===== config.mk =====
export PLATFORM = sky130hd
export DESIGN_NAME = oldest_issue_select
export DESIGN_NICKNAME = d
export VERILOG_FILES = /design/src/rtl/iss_pkg.sv /design/src/rtl/iss_minfind.sv /design/src/rtl/iss_pool.sv /design/src/rtl/iss_select.sv /design/src/rtl/oldest_issue_select.sv
export SDC_FILE = /design/constraint.sdc
export NUM_CORES = 1
export LEC_CHECK = 0
export ABC_AREA = 1
export CORE_UTILIZATION = 60
export CTS_CLUSTER_SIZE = 10
export DETAILED_ROUTE_END_ITERATION = 16
export GPL_ROUTABILITY_DRIVEN = 0
export GPL_TIMING_DRIVEN = 0
export PLACE_DENSITY = 0.8
export SETUP_SLACK_MARGIN = 0.05
export SYNTH_ARGS = -nofsm -noshare
export SYNTH_HDL_FRONTEND = slang
export SYNTH_SLANG_ARGS = --single-unit

===== constraint.sdc =====
create_clock -name clk -period 10.4 [get_ports clk]
set_clock_uncertainty 0.2 [all_clocks]
set_input_delay 1.56 -clock clk [delete_from_list [all_inputs] [get_ports clk]]
set_output_delay 1.56 -clock clk [all_outputs]
set_load 0.01 [all_outputs]

===== src/rtl/iss_pkg.sv =====
package iss_pkg;

    localparam int SEQ_W   = 8;
    localparam int NUM_CLS = 4;

    typedef enum logic [1:0] {
        CLS_INT = 2'd0,
        CLS_FP  = 2'd1,
        CLS_BR  = 2'd2,
        CLS_SQ  = 2'd3
    } cls_e;

    typedef logic [SEQ_W-1:0] seq_t;

    localparam seq_t SEQ_NONE = '1;

    typedef struct packed {
        logic vld;
        logic flag;
        seq_t seq;
    } ent_t;

    typedef struct packed {
        logic vld;
        cls_e cls;
        seq_t seq;
    } slot_t;

    // Pools with a per-cycle cap; the cancelled pool drains without one.
    function automatic logic has_cap(int p);
        return p != int'(CLS_SQ);
    endfunction

endpackage


===== src/rtl/iss_minfind.sv =====
module iss_minfind
    import iss_pkg::*;
#(
    parameter int N  = 4,
    parameter int IW = (N > 1) ? $clog2(N) : 1
) (
    input  logic [N-1:0]     cand,
    input  seq_t [N-1:0]     seq_in,
    output logic             hit,
    output logic [IW-1:0]    idx,
    output seq_t             min_seq
);

    // Comparison scan; strict less-than keeps the lowest index on a tie.
    logic [N:0]       h_chain;
    seq_t [N:0]       m_chain;
    logic [N:0][IW-1:0] i_chain;

    assign h_chain[0] = 1'b0;
    assign m_chain[0] = SEQ_NONE;
    assign i_chain[0] = '0;

    for (genvar i = 0; i < N; i++) begin : g_scan
        logic take;
        assign take         = cand[i] && (!h_chain[i] || (seq_in[i] < m_chain[i]));
        assign h_chain[i+1] = h_chain[i] | cand[i];
        assign m_chain[i+1] = take ? seq_in[i] : m_chain[i];
        assign i_chain[i+1] = take ? IW'(i) : i_chain[i];
    end

    assign hit     = h_chain[N];
    assign idx     = i_chain[N];
    assign min_seq = m_chain[N];

endmodule


===== src/rtl/iss_pool.sv =====
module iss_pool
    import iss_pkg::*;
#(
    parameter int DEPTH        = 4,
    parameter bit DROP_FLAGGED = 1'b1,
    parameter int IW           = (DEPTH > 1) ? $clog2(DEPTH) : 1
) (
    input  logic                 clk,
    input  logic                 rst,
    input  logic                 push_vld,
    input  seq_t                 push_seq,
    input  logic                 push_flag,
    input  logic [DEPTH-1:0]     pop_mask,
    output ent_t [DEPTH-1:0]     ents,
    output logic                 full
);

    ent_t [DEPTH-1:0] ents_q;
    ent_t [DEPTH-1:0] ents_d;
    logic [DEPTH-1:0] vld_vec;
    logic [IW-1:0]    free_idx;

    always_comb begin
        for (int i = 0; i < DEPTH; i++) vld_vec[i] = ents_q[i].vld;
    end

    assign full = &vld_vec;

    always_comb begin
        free_idx = '0;
        for (int i = DEPTH - 1; i >= 0; i--) begin
            if (!vld_vec[i]) free_idx = IW'(i);
        end
    end

    always_comb begin
        ents_d = ents_q;
        for (int i = 0; i < DEPTH; i++) begin
            if (pop_mask[i] || (DROP_FLAGGED && ents_q[i].flag)) ents_d[i] = '0;
        end
        if (push_vld && !full) begin
            ents_d[free_idx].vld  = 1'b1;
            ents_d[free_idx].flag = DROP_FLAGGED ? push_flag : 1'b0;
            ents_d[free_idx].seq  = push_seq;
        end
    end

    always_ff @(posedge clk) begin
        if (rst) ents_q <= '0;
        else     ents_q <= ents_d;
    end

    assign ents = ents_q;

    // Selector must only take live entries.
    assert_pop_live_R3: assert property (@(posedge clk) disable iff (rst)
        (pop_mask & ~vld_vec) == '0);

    // A full pool gains nothing from a push.
    assert_full_ignore_R9: assert property (@(posedge clk) disable iff (rst)
        (push_vld && full) |=> ($countones(vld_vec) <= $countones($past(vld_vec))));

    for (genvar i = 0; i < DEPTH; i++) begin : g_chk
        assert_flag_drop_R7: assert property (@(posedge clk) disable iff (rst)
            (DROP_FLAGGED && ents_q[i].vld && ents_q[i].flag) |=> !ents_q[i].vld);
    end

endmodule


===== src/rtl/iss_select.sv =====
module iss_select
    import iss_pkg::*;
#(
    parameter int DEPTH   = 4,
    parameter int TOTAL_W = 1,
    parameter int INT_W   = 1,
    parameter int FP_W    = 1,
    parameter int BR_W    = 1,
    parameter int CNT_W   = $clog2(TOTAL_W + 1)
) (
    input  logic                              issue_en,
    input  ent_t [NUM_CLS-1:0][DEPTH-1:0]     pools,
    output slot_t [TOTAL_W-1:0]               slots,
    output logic [NUM_CLS-1:0][DEPTH-1:0]     pop_mask,
    output logic [CNT_W-1:0]                  issued
);

    localparam int IW = (DEPTH > 1) ? $clog2(DEPTH) : 1;

    function automatic int cap_of(int p);
        case (p)
            0:       return INT_W;
            1:       return FP_W;
            2:       return BR_W;
            default: return TOTAL_W;
        endcase
    endfunction

    logic [TOTAL_W:0][NUM_CLS-1:0][DEPTH-1:0] tk_chain;
    logic [TOTAL_W:0][NUM_CLS-1:0][CNT_W-1:0] cnt_chain;
    logic [TOTAL_W-1:0]                       found_vec;

    assign tk_chain[0]  = '0;
    assign cnt_chain[0] = '0;

    for (genvar k = 0; k < TOTAL_W; k++) begin : g_stage
        logic [NUM_CLS-1:0]           hit;
        seq_t [NUM_CLS-1:0]           hseq;
        logic [NUM_CLS-1:0][IW-1:0]   hidx;
        logic                         found;
        logic [1:0]                   best_p;
        seq_t                         best_seq;
        logic [NUM_CLS-1:0][DEPTH-1:0] tk_out;
        logic [NUM_CLS-1:0][CNT_W-1:0] cnt_out;

        for (genvar p = 0; p < NUM_CLS; p++) begin : g_pool
            logic [DEPTH-1:0]   cand;
            seq_t [DEPTH-1:0]   sq_vec;

            always_comb begin
                for (int i = 0; i < DEPTH; i++) begin
                    cand[i]   = pools[p][i].vld && !tk_chain[k][p][i]
                                && !(has_cap(p) && pools[p][i].flag);
                    sq_vec[i] = pools[p][i].seq;
                end
            end

            iss_minfind #(.N(DEPTH), .IW(IW)) u_find (
                .cand    (cand),
                .seq_in  (sq_vec),
                .hit     (hit[p]),
                .idx     (hidx[p]),
                .min_seq (hseq[p])
            );
        end

        always_comb begin
            found    = 1'b0;
            best_p   = '0;
            best_seq = SEQ_NONE;
            for (int p = 0; p < NUM_CLS; p++) begin
                if (issue_en && hit[p]
                    && (!has_cap(p) || (int'(cnt_chain[k][p]) < cap_of(p)))
                    && (!found || (hseq[p] < best_seq))) begin
                    found    = 1'b1;
                    best_p   = 2'(p);
                    best_seq = hseq[p];
                end
            end
            tk_out  = tk_chain[k];
            cnt_out = cnt_chain[k];
            if (found) begin
                tk_out[best_p][hidx[best_p]] = 1'b1;
                cnt_out[best_p] = cnt_chain[k][best_p] + CNT_W'(1);
            end
        end

        assign tk_chain[k+1]  = tk_out;
        assign cnt_chain[k+1] = cnt_out;
        assign found_vec[k]   = found;
        assign slots[k]       = '{vld: found, cls: cls_e'(best_p),
                                  seq: found ? best_seq : SEQ_NONE};
    end

    assign pop_mask = tk_chain[TOTAL_W];

    always_comb begin
        issued = '0;
        for (int k = 0; k < TOTAL_W; k++) issued = issued + CNT_W'(found_vec[k]);
    end

endmodule


===== src/rtl/oldest_issue_select.sv =====
module oldest_issue_select
    import iss_pkg::*;
#(
    parameter int DEPTH   = 4,
    parameter int TOTAL_W = 1,
    parameter int INT_W   = 1,
    parameter int FP_W    = 1,
    parameter int BR_W    = 1,
    parameter int CNT_W   = $clog2(TOTAL_W + 1)
) (
    input  logic                          clk,
    input  logic                          rst,
    input  logic                          issue_en,
    input  logic [NUM_CLS-1:0]            push_vld,
    input  logic [NUM_CLS*SEQ_W-1:0]      push_seq,
    input  logic [NUM_CLS-1:0]            push_flag,
    output logic [NUM_CLS-1:0]            pool_full,
    output logic [TOTAL_W-1:0]            slot_vld,
    output logic [2*TOTAL_W-1:0]          slot_cls,
    output logic [TOTAL_W*SEQ_W-1:0]      slot_seq,
    output logic [CNT_W-1:0]              issue_cnt
);

    ent_t  [NUM_CLS-1:0][DEPTH-1:0] pool_ents;
    logic  [NUM_CLS-1:0][DEPTH-1:0] pop_mask;
    slot_t [TOTAL_W-1:0]            slots_d;
    slot_t [TOTAL_W-1:0]            slots_q;
    logic  [CNT_W-1:0]              cnt_d;
    logic  [CNT_W-1:0]              cnt_q;

    for (genvar p = 0; p < NUM_CLS; p++) begin : g_pool
        iss_pool #(.DEPTH(DEPTH), .DROP_FLAGGED(has_cap(p))) u_pool (
            .clk       (clk),
            .rst       (rst),
            .push_vld  (push_vld[p]),
            .push_seq  (push_seq[p*SEQ_W +: SEQ_W]),
            .push_flag (push_flag[p]),
            .pop_mask  (pop_mask[p]),
            .ents      (pool_ents[p]),
            .full      (pool_full[p])
        );
    end

    iss_select #(
        .DEPTH   (DEPTH),
        .TOTAL_W (TOTAL_W),
        .INT_W   (INT_W),
        .FP_W    (FP_W),
        .BR_W    (BR_W),
        .CNT_W   (CNT_W)
    ) u_select (
        .issue_en (issue_en),
        .pools    (pool_ents),
        .slots    (slots_d),
        .pop_mask (pop_mask),
        .issued   (cnt_d)
    );

    always_ff @(posedge clk) begin
        if (rst) begin
            slots_q <= '0;
            cnt_q   <= '0;
        end else begin
            slots_q <= slots_d;
            cnt_q   <= cnt_d;
        end
    end

    always_comb begin
        for (int k = 0; k < TOTAL_W; k++) begin
            slot_vld[k]               = slots_q[k].vld;
            slot_cls[2*k +: 2]        = slots_q[k].cls;
            slot_seq[k*SEQ_W +: SEQ_W] = slots_q[k].seq;
        end
    end

    assign issue_cnt = cnt_q;

    function automatic int cls_count(slot_t [TOTAL_W-1:0] s, cls_e c);
        int n = 0;
        for (int k = 0; k < TOTAL_W; k++) if (s[k].vld && s[k].cls == c) n++;
        return n;
    endfunction

    assert_cnt_match_R8: assert property (@(posedge clk) disable iff (rst)
        int'(issue_cnt) == $countones(slot_vld));

    assert_slots_packed_R8: assert property (@(posedge clk) disable iff (rst)
        ((slot_vld + 1'b1) & slot_vld) == '0);

    assert_int_cap_R5: assert property (@(posedge clk) disable iff (rst)
        cls_count(slots_q, CLS_INT) <= INT_W);

    assert_fp_cap_R5: assert property (@(posedge clk) disable iff (rst)
        cls_count(slots_q, CLS_FP) <= FP_W);

    assert_br_cap_R5: assert property (@(posedge clk) disable iff (rst)
        cls_count(slots_q, CLS_BR) <= BR_W);

    assert_stall_R11: assert property (@(posedge clk) disable iff (rst)
        !issue_en |=> (slot_vld == '0));

    for (genvar k = 0; k + 1 < TOTAL_W; k++) begin : g_order
        assert_age_order_R3: assert property (@(posedge clk) disable iff (rst)
            slots_q[k+1].vld |-> (slots_q[k].vld && (slots_q[k].seq <= slots_q[k+1].seq)));
    end

endmodule


Word-level counts from Yosys, hierarchy flattened
Cells that the tools add are included.
{"block": "word_totals", "regBits": 171, "inputBits": 43, "output_inout_bits": 16, "word_cells": 312}
{"block": "op_classes", "order_cmp": 27, "muxes": 119, "bitwise_logic": 12, "reduce_logical": 103}
{"cell": "$bwmux 40", "count": 12}
{"cell": "$demux 10 s2", "count": 12}
{"cell": "$mux 10", "count": 20}
{"cell": "$mux 8", "count": 25}
{"cell": "$mux 40", "count": 4}
{"cell": "$lt 8x8->1", "count": 15}
{"cell": "$mux 2", "count": 27}
{"cell": "$logic_and 1x1->1", "count": 41}
{"cell": "$mux 9", "count": 4}
{"cell": "$logic_not 1->1", "count": 31}
{"cell": "$logic_or 1x1->1", "count": 27}
{"cell": "$lt 2x3->1 const B", "count": 6}
{"cell": "$mux 16", "count": 1}
{"cell": "$reduce_and 4->1", "count": 4}
{"cell": "$ge 2x1->1 const B", "count": 6}
{"cell": "$or 1x1->1", "count": 12}
{"cell": "$mux 1", "count": 10}
{"cell": "$demux 4 s2", "count": 1}
{"cell": "$bmux 2 s2", "count": 1}
{"cell": "$mux 4", "count": 1}
{"cell": "$demux 1 s2", "count": 1}

Logic depth before layout (Yosys ltp)
{"block": "logic_depth", "ltp_word": 43, "ltp_mapped": 85, "mapped_depth_nobuf": 78}

By module
A second synthesis with hierarchy kept.
{"block": "hier_totals", "hier_cells": 1879, "hier_area_um2": 11751.3}
{"module": "iss_minfind", "n_inst": 4, "cells_each": 177, "area_per_inst_um2": 930.9, "seq_area_each_um2": 0.0}
{"module": "iss_pool (g_pool[1].u_pool ...)", "n_inst": 2, "cells_each": 211, "area_per_inst_um2": 1564.0, "seq_area_each_um2": 800.8}
{"module": "iss_pool (g_pool[3].u_pool)", "n_inst": 1, "cells_each": 259, "area_per_inst_um2": 1751.7, "seq_area_each_um2": 800.8}
{"module": "iss_pool (g_pool[0].u_pool)", "n_inst": 1, "cells_each": 207, "area_per_inst_um2": 1546.5, "seq_area_each_um2": 800.8}
{"module": "iss_select", "n_inst": 1, "cells_each": 246, "area_per_inst_um2": 1260.0, "seq_area_each_um2": 0.0}
{"module": "oldest_issue_select", "n_inst": 1, "cells_each": 37, "area_per_inst_um2": 341.6, "seq_area_each_um2": 240.2}

Worst setup path before layout
OpenSTA, ideal clock, no wires.
{"block": "synth_timing", "path_type": "flip-flop to flip-flop", "from": "reg g_pool[0].u_pool.ents_q (netlist bit g_pool[0].u_pool.ents[8])", "to": "reg g_pool[2].u_pool.ents_q (netlist bit g_pool[2].u_pool.ents[29])", "setup_time_ps": 132, "arrival_ps": 8932, "required_ps": 10068, "slack_ps": 1136, "stages_incl_launch_ff": 70, "path_buffers": 7, "period_less_slack_ps": 9264, "cell_sequence": "dfxtp_1 -> inv_2 -> buf_4 -> nand2_1 -> nor2_1 -> ha_1 -> a21oi_1 -> nor2_1 -> a211oi_1 -> nand2_1 -> nand2_2 -> nand2_2 -> clkbuf_1 -> nand2_1 -> o21ai_0 -> ha_1 -> a21oi_1 -> nor2_1 -> [... 34 more ...] -> nand2_4 -> clkbuf_1 -> nand2_1 -> o21ai_0 -> ha_1 -> a21oi_1 -> nor2_1 -> a211oi_1 -> nand2_2 -> nand2_2 -> nand2_2 -> buf_4 -> o2111ai_1 -> nand2_4 -> nor2_4 -> nand2_4 -> nand3_1 -> a21oi_1"}
{"block": "synth_via", "elab_chain_cells": 43, "elab_cells_between_ends": 66, "cone_classes": "order compare: 10; mux: 29; bitwise: 3; reduce/logical: 24"}
{"item": "start, declared", "line": "iss_pool.sv:18", "rtl": "ent_t [DEPTH-1:0] ents_q;"}
{"item": "start signal, assigned", "line": "iss_pool.sv:50", "rtl": "else ents_q <= ents_d;"}
{"item": "$logic_not 1->1 (*)", "line": "iss_select.sv:53", "rtl": "&& !(has_cap(p) && pools[p][i].flag);"}
{"item": "$logic_and 1x1->1 (*)", "line": "iss_select.sv:53"}
{"item": "$mux 8", "line": "iss_minfind.sv:27", "rtl": "assign m_chain[i+1] = take ? seq_in[i] : m_chain[i];"}
{"item": "$lt 8x8->1", "line": "iss_minfind.sv:25", "rtl": "assign take = cand[i] && (!h_chain[i] || (seq_in[i] < m_chain[i]));"}
{"item": "$logic_or 1x1->1", "line": "iss_minfind.sv:25"}
{"item": "$logic_and 1x1->1", "line": "iss_minfind.sv:25"}
{"item": "$mux 8", "line": "iss_minfind.sv:27"}
{"item": "$lt 8x8->1", "line": "iss_minfind.sv:25"}
{"item": "[... 27 more ...]"}
{"item": "$demux 4 s2"}
{"item": "$mux 16 (*)", "line": "iss_select.sv:82", "rtl": "if (found) begin"}
{"item": "$logic_or 1x1->1 (*)", "line": "iss_pool.sv:39", "rtl": "if (pop_mask[i] || (DROP_FLAGGED && ents_q[i].flag)) ents_d[i] = '0;"}
{"item": "$mux 10 (*)", "line": "iss_pool.sv:39"}
{"item": "$bwmux 40", "line": "iss_pool.sv:42", "rtl": "ents_d[free_idx].vld = 1'b1;"}
{"item": "$bwmux 40", "line": "iss_pool.sv:43", "rtl": "ents_d[free_idx].flag = DROP_FLAGGED ? push_flag : 1'b0;"}
{"item": "$bwmux 40", "line": "iss_pool.sv:44", "rtl": "ents_d[free_idx].seq = push_seq;"}
{"item": "$mux 40 (*)", "line": "iss_pool.sv:41", "rtl": "if (push_vld && !full) begin"}
{"item": "end signal, assigned", "line": "iss_pool.sv:50"}
{"item": "end, declared", "line": "iss_pool.sv:18"}
Every way passes the cells marked *; elsewhere a longest branch is shown, timed or not. The select of a mux whose other input is x is not followed.
A chain may end at the register's enable or synchronous reset.

Worst setup path after layout
{"block": "layout_timing", "from": "reg g_pool[0].u_pool.ents_q (netlist bit g_pool[0].u_pool.ents[8])", "to": "reg g_pool[0].u_pool.ents_q (netlist bit g_pool[0].u_pool.ents[32])"}
{"block": "layout_via", "elab_chain_cells": 43, "elab_cells_between_ends": 66, "cone_classes": "order compare: 10; mux: 29; bitwise: 3; reduce/logical: 24"}
{"item": "$logic_not 1->1 (*)", "line": "iss_select.sv:53"}
{"item": "$logic_and 1x1->1 (*)", "line": "iss_select.sv:53"}
{"item": "$mux 8", "line": "iss_minfind.sv:27"}
{"item": "$lt 8x8->1", "line": "iss_minfind.sv:25"}
{"item": "$logic_or 1x1->1", "line": "iss_minfind.sv:25"}
{"item": "$logic_and 1x1->1", "line": "iss_minfind.sv:25"}
{"item": "$mux 8", "line": "iss_minfind.sv:27"}
{"item": "$lt 8x8->1", "line": "iss_minfind.sv:25"}
{"item": "[... 27 more ...]"}
{"item": "$demux 4 s2"}
{"item": "$mux 16 (*)", "line": "iss_select.sv:82"}
{"item": "$logic_or 1x1->1 (*)", "line": "iss_pool.sv:39"}
{"item": "$mux 10 (*)", "line": "iss_pool.sv:39"}
{"item": "$bwmux 40", "line": "iss_pool.sv:42"}
{"item": "$bwmux 40", "line": "iss_pool.sv:43"}
{"item": "$bwmux 40", "line": "iss_pool.sv:44"}
{"item": "$mux 40 (*)", "line": "iss_pool.sv:41"}
Marks and branches as above.

==> impl_summary.txt <==
----------------------------------------------------
[Run status]
  Result of the run ... finished clean

[Route]
  DRT Wirelength ... 31000 um
  Post-route met1 wirelength ... approximately 14000 um
  Sum of met2 wire segment lengths after detailed routing ... 14600 um
  Top layer used by detailed routing ... met4
  Number of design-rule violations left by the first detailed-router iteration ... 965
  ANT nets after route ... 0
  DRC violations left ... 0
  Vias per std cell ... 5.78
  Met3 Routed Length ... 1910 um
  Count of TritonRoute iterations in the first routing pass ... 6
  Detail-routed net length per standard cell ... 15.5 um
  Routed vias ... approximately 12000

[Pwr]
  Total power divided by cell area ... 140 mW/mm2
  Leakage power summed over all cells ... 0.00564 uW
  Design Power ... around 1800 uW
  Switching share of total power ... 0.339
  Gate power share ... 0.277
  Power spent charging and discharging nets ... 613 uW
  Maximum ir drop on the vdd rail ... 136 uV
  Clock Power Share ... 0.345
  Internal power component ... 1190 uW
  Sequential fraction of design power ... 0.378

[Clocking]
  Maximum clock insertion buffer count ... 2
  Reg clk slew, reported paths ... 0.06 ns
  Hold-fix buffers at CTS ... 0
  Root Buffer Master ... sky130_fd_sc_hd__clkbuf_16
  Clock tree from TritonCTS ... built
  Inserted Clock Buffers ... 17
  H-tree levels ... 4
  Sinks on Clock Net ... 167
  Clock insertion delay at the later pin of the skew report ... 0.43 ns

[Yosys]
  Seq/Total Area, Yosys ... 0.307
  Cell accounting for the most synthesized area ... sky130_fd_sc_hd__dfxtp_1
  Async set or reset register ratio after synthesis ... 0
  Most common flop cell mapped by yosys ... sky130_fd_sc_hd__dfxtp_1
  Syn Nets ... 1800
  Post-synthesis instance area ... ~0.011 mm2
  Number of synthesis warnings ... 0
  Synthesized area per cell ... 6.59 um2
  Number of register bits inferred by synthesis ... 167
  Number of synthesized flops with an enable pin ... 0
  Post-synth top area share ... 0.307
  Post-synthesis instance total ... 1655
  Synth cell types ... 32
  Top post-synthesis cells by area ... sky130_fd_sc_hd__dfxtp_1 31%, sky130_fd_sc_hd__nand2_1 13%, sky130_fd_sc_hd__ha_1 12%

[Global route]
  Vias in the first global route ... 10200
  Total GRT Usage ... 0.327
  Maximum number of pins on one net before global-route repair ... 17
  First-pass GRT wire length ... 48400 um
  Initial antenna violation count ... 0
  Total gr overflow ... 0

[Placed design]
  Cell Count Post-Placement ... between 1500 and 2000
  Detailed Place HPWL ... 22700 um
  Count of buffers inserted at the top-level ports ... 56

[Worst setup path]
  Critical path class ... reg2reg
  CP Capture Type ... flop
  Worst-case register-to-register setup slack ... 0.44 ns
  Startpoint class of the critical path ... flop
  Crit Path Max Fanout ... 10
  WP data required ... 10.49 ns
  Peak per-stage delay on the critical path ... 0.34 ns
  Cell type of the slowest stage on the worst timing path ... sky130_fd_sc_hd__ha_1
  Cell mode on critical path ... sky130_fd_sc_hd__nand2_1
  Data arrival at the endpoint of the critical path ... 10.05 ns

[Floorplanning]
  Standard-cell row count ... 48
  Core region area ... 0.0175 mm2
  Die Area ... between 0.015 and 0.02 mm2
  Effective utilization at floorplan ... 0.622
  Overall die height ... about 140 um
  Floorplan die width ... about 140 um
  Number of top-level pins ... 59

[Timing]
  Final setup viols ... 0
  Final Slew Violations ... 0
  Hold Slack ... about 0.28 ns
  FMAX ... between 100 and 150 MHz
  Total negative slack for setup checks ... 0 ns
  Final hold violation count ... 0
  Slew Limit Headroom ... 0.297
  Final cycle utilization of the critical path ... 0.958
  Transition time at the pin with the least slew margin ... 1.05 ns
  Final Critical Period ... 9.96 ns

[Cells and area]
  Area overhead of the layout relative to synthesis ... 18.2%
  Most frequent cells in the layout ... 386 x sky130_fd_sc_hd__nand2_1, 183 x sky130_fd_sc_hd__a21oi_1, 172 x sky130_fd_sc_hd__nor2_1
  Final instance count without filler cells ... 1993
  Most common cell after layout, fill and taps aside ... sky130_fd_sc_hd__nand2_1
  Net count reported at finish ... 1900
  Fraction of final layout cells sized beyond drive strength 1 ... 0.101
  # diodes ... 0

[Min path]
  Class of the tightest hold or removal check ... reg2reg

[Flow run]
  Max-cap viol count ... 0

----------------------------------------------------
==> synth_stat cells (2+ instances only) <==
cell                       count
sky130_fd_sc_hd__clkbuf_1     46
sky130_fd_sc_hd__nand2_1     391
sky130_fd_sc_hd__ha_1        102
sky130_fd_sc_hd__inv_2         4
sky130_fd_sc_hd__nand4_1      26
sky130_fd_sc_hd__nor3_1        6
sky130_fd_sc_hd__nand3_2      13
sky130_fd_sc_hd__nand3b_1      3
sky130_fd_sc_hd__nand3_1     147
sky130_fd_sc_hd__a21oi_1     191
sky130_fd_sc_hd__buf_4         8
sky130_fd_sc_hd__inv_1       169
sky130_fd_sc_hd__nand2_4      12
sky130_fd_sc_hd__o21ai_0     115
sky130_fd_sc_hd__a211oi_1     23
sky130_fd_sc_hd__nand2_2      20
sky130_fd_sc_hd__clkinv_1     10
sky130_fd_sc_hd__o21ai_1       5
sky130_fd_sc_hd__nor2_1      181
sky130_fd_sc_hd__dfxtp_1     167
sky130_fd_sc_hd__o21bai_1      3
sky130_fd_sc_hd__o211ai_1      2
sky130_fd_sc_hd__nor2_4        2
==> registers in the layout, summed over array words and instances, names as in the netlist <==
name	count
g_pool.u_pool.ents	156
slot_seq	8
slot_cls	2
issue_cnt	1
==> layer usage <==
metal | vias to the layer above | GRT usage
met3 | 84 | 0.0496
met1 | 5289 | 0.427
met2 | 448 | 0.545
met5 | - | 0
li1 | 5690 | -
met4 | 0 | 0.119
==> worst paths after layout <==
kind	from	endpoint	cells past startpoint
max	g_pool[0].u_pool.ents[8]	g_pool[0].u_pool.ents[32]	76
min	g_pool[3].u_pool.ents[7]	g_pool[3].u_pool.ents[7]	2
max reg2reg	g_pool[0].u_pool.ents[8]	g_pool[0].u_pool.ents[32]	76
min reg2reg	g_pool[3].u_pool.ents[7]	g_pool[3].u_pool.ents[7]	2
==> worst max-delay path, delay by kind of cell, from the launching register on <==
| family | cells | cell delay (ns) |
|---|---|---|
| AOI/OAI and AO/OA | 13 | 2.01 |
| and+or+nand+nor | 45 | 3.79 |
| adders and majority gates | 6 | 1.95 |
| DFF | 1 | 0.33 |
| buffers and inverters | 12 | 1.48 |
==> power groups by stage <==
stage	clock (uW)	combinational, uW	sequential [uW]
after detailed placement	0	438	696
after global placement	0	425	695
final	622	500	682
after global routing	650	551	685
after floorplan	0	308	695
after CTS	626	459	682
==> layout make-up <==
cell class | instances | area (um2)
buffer | 55 | 312
clock inverter | 13 | 120
fill | 1419 | 4650
clock buffer | 19 | 453
inverter | 183 | 694
tap | 225 | 282
sequential | 167 | 3340
multi-input combinational | 1250 | 6920
timing repair buffer | 81 | 761
==> metrics by stage <==
| stage | worst slack, ns | instance area [um2] | util |
|---|---|---|---|
| 3_3_place_gp | -0.877 | 11700 | 0.670 |
| 3_5_place_dp | -1.09 | 11700 | 0.670 |
| 5_1_grt | -0.0854 | 12900 | 0.735 |
| 2_1_floorplan | 1.14 | 10900 | - |
| 4_1_cts | 0.0642 | 12500 | 0.712 |
| 6_report | 0.440 | 12900 | 0.735 |
==> kinds of logic after synthesis <==
| family | synth area share |
|---|---|
| AND/OR/NAND/NOR | 0.325 |
| flip-flops | 0.307 |
| buffers and inverters | 0.0847 |
| AO/OA/AOI/OAI | 0.166 |
| adder cells (fa/ha/maj) | 0.117 |
==> repair_timing <==
action                     4_1_cts  5_1_grt
setup endpoints to repair      154      154
resized for setup               43       89
pin swaps                        5       23
buffers inserted                 8       17
Note: power is estimated with default switching activity, not from simulation.
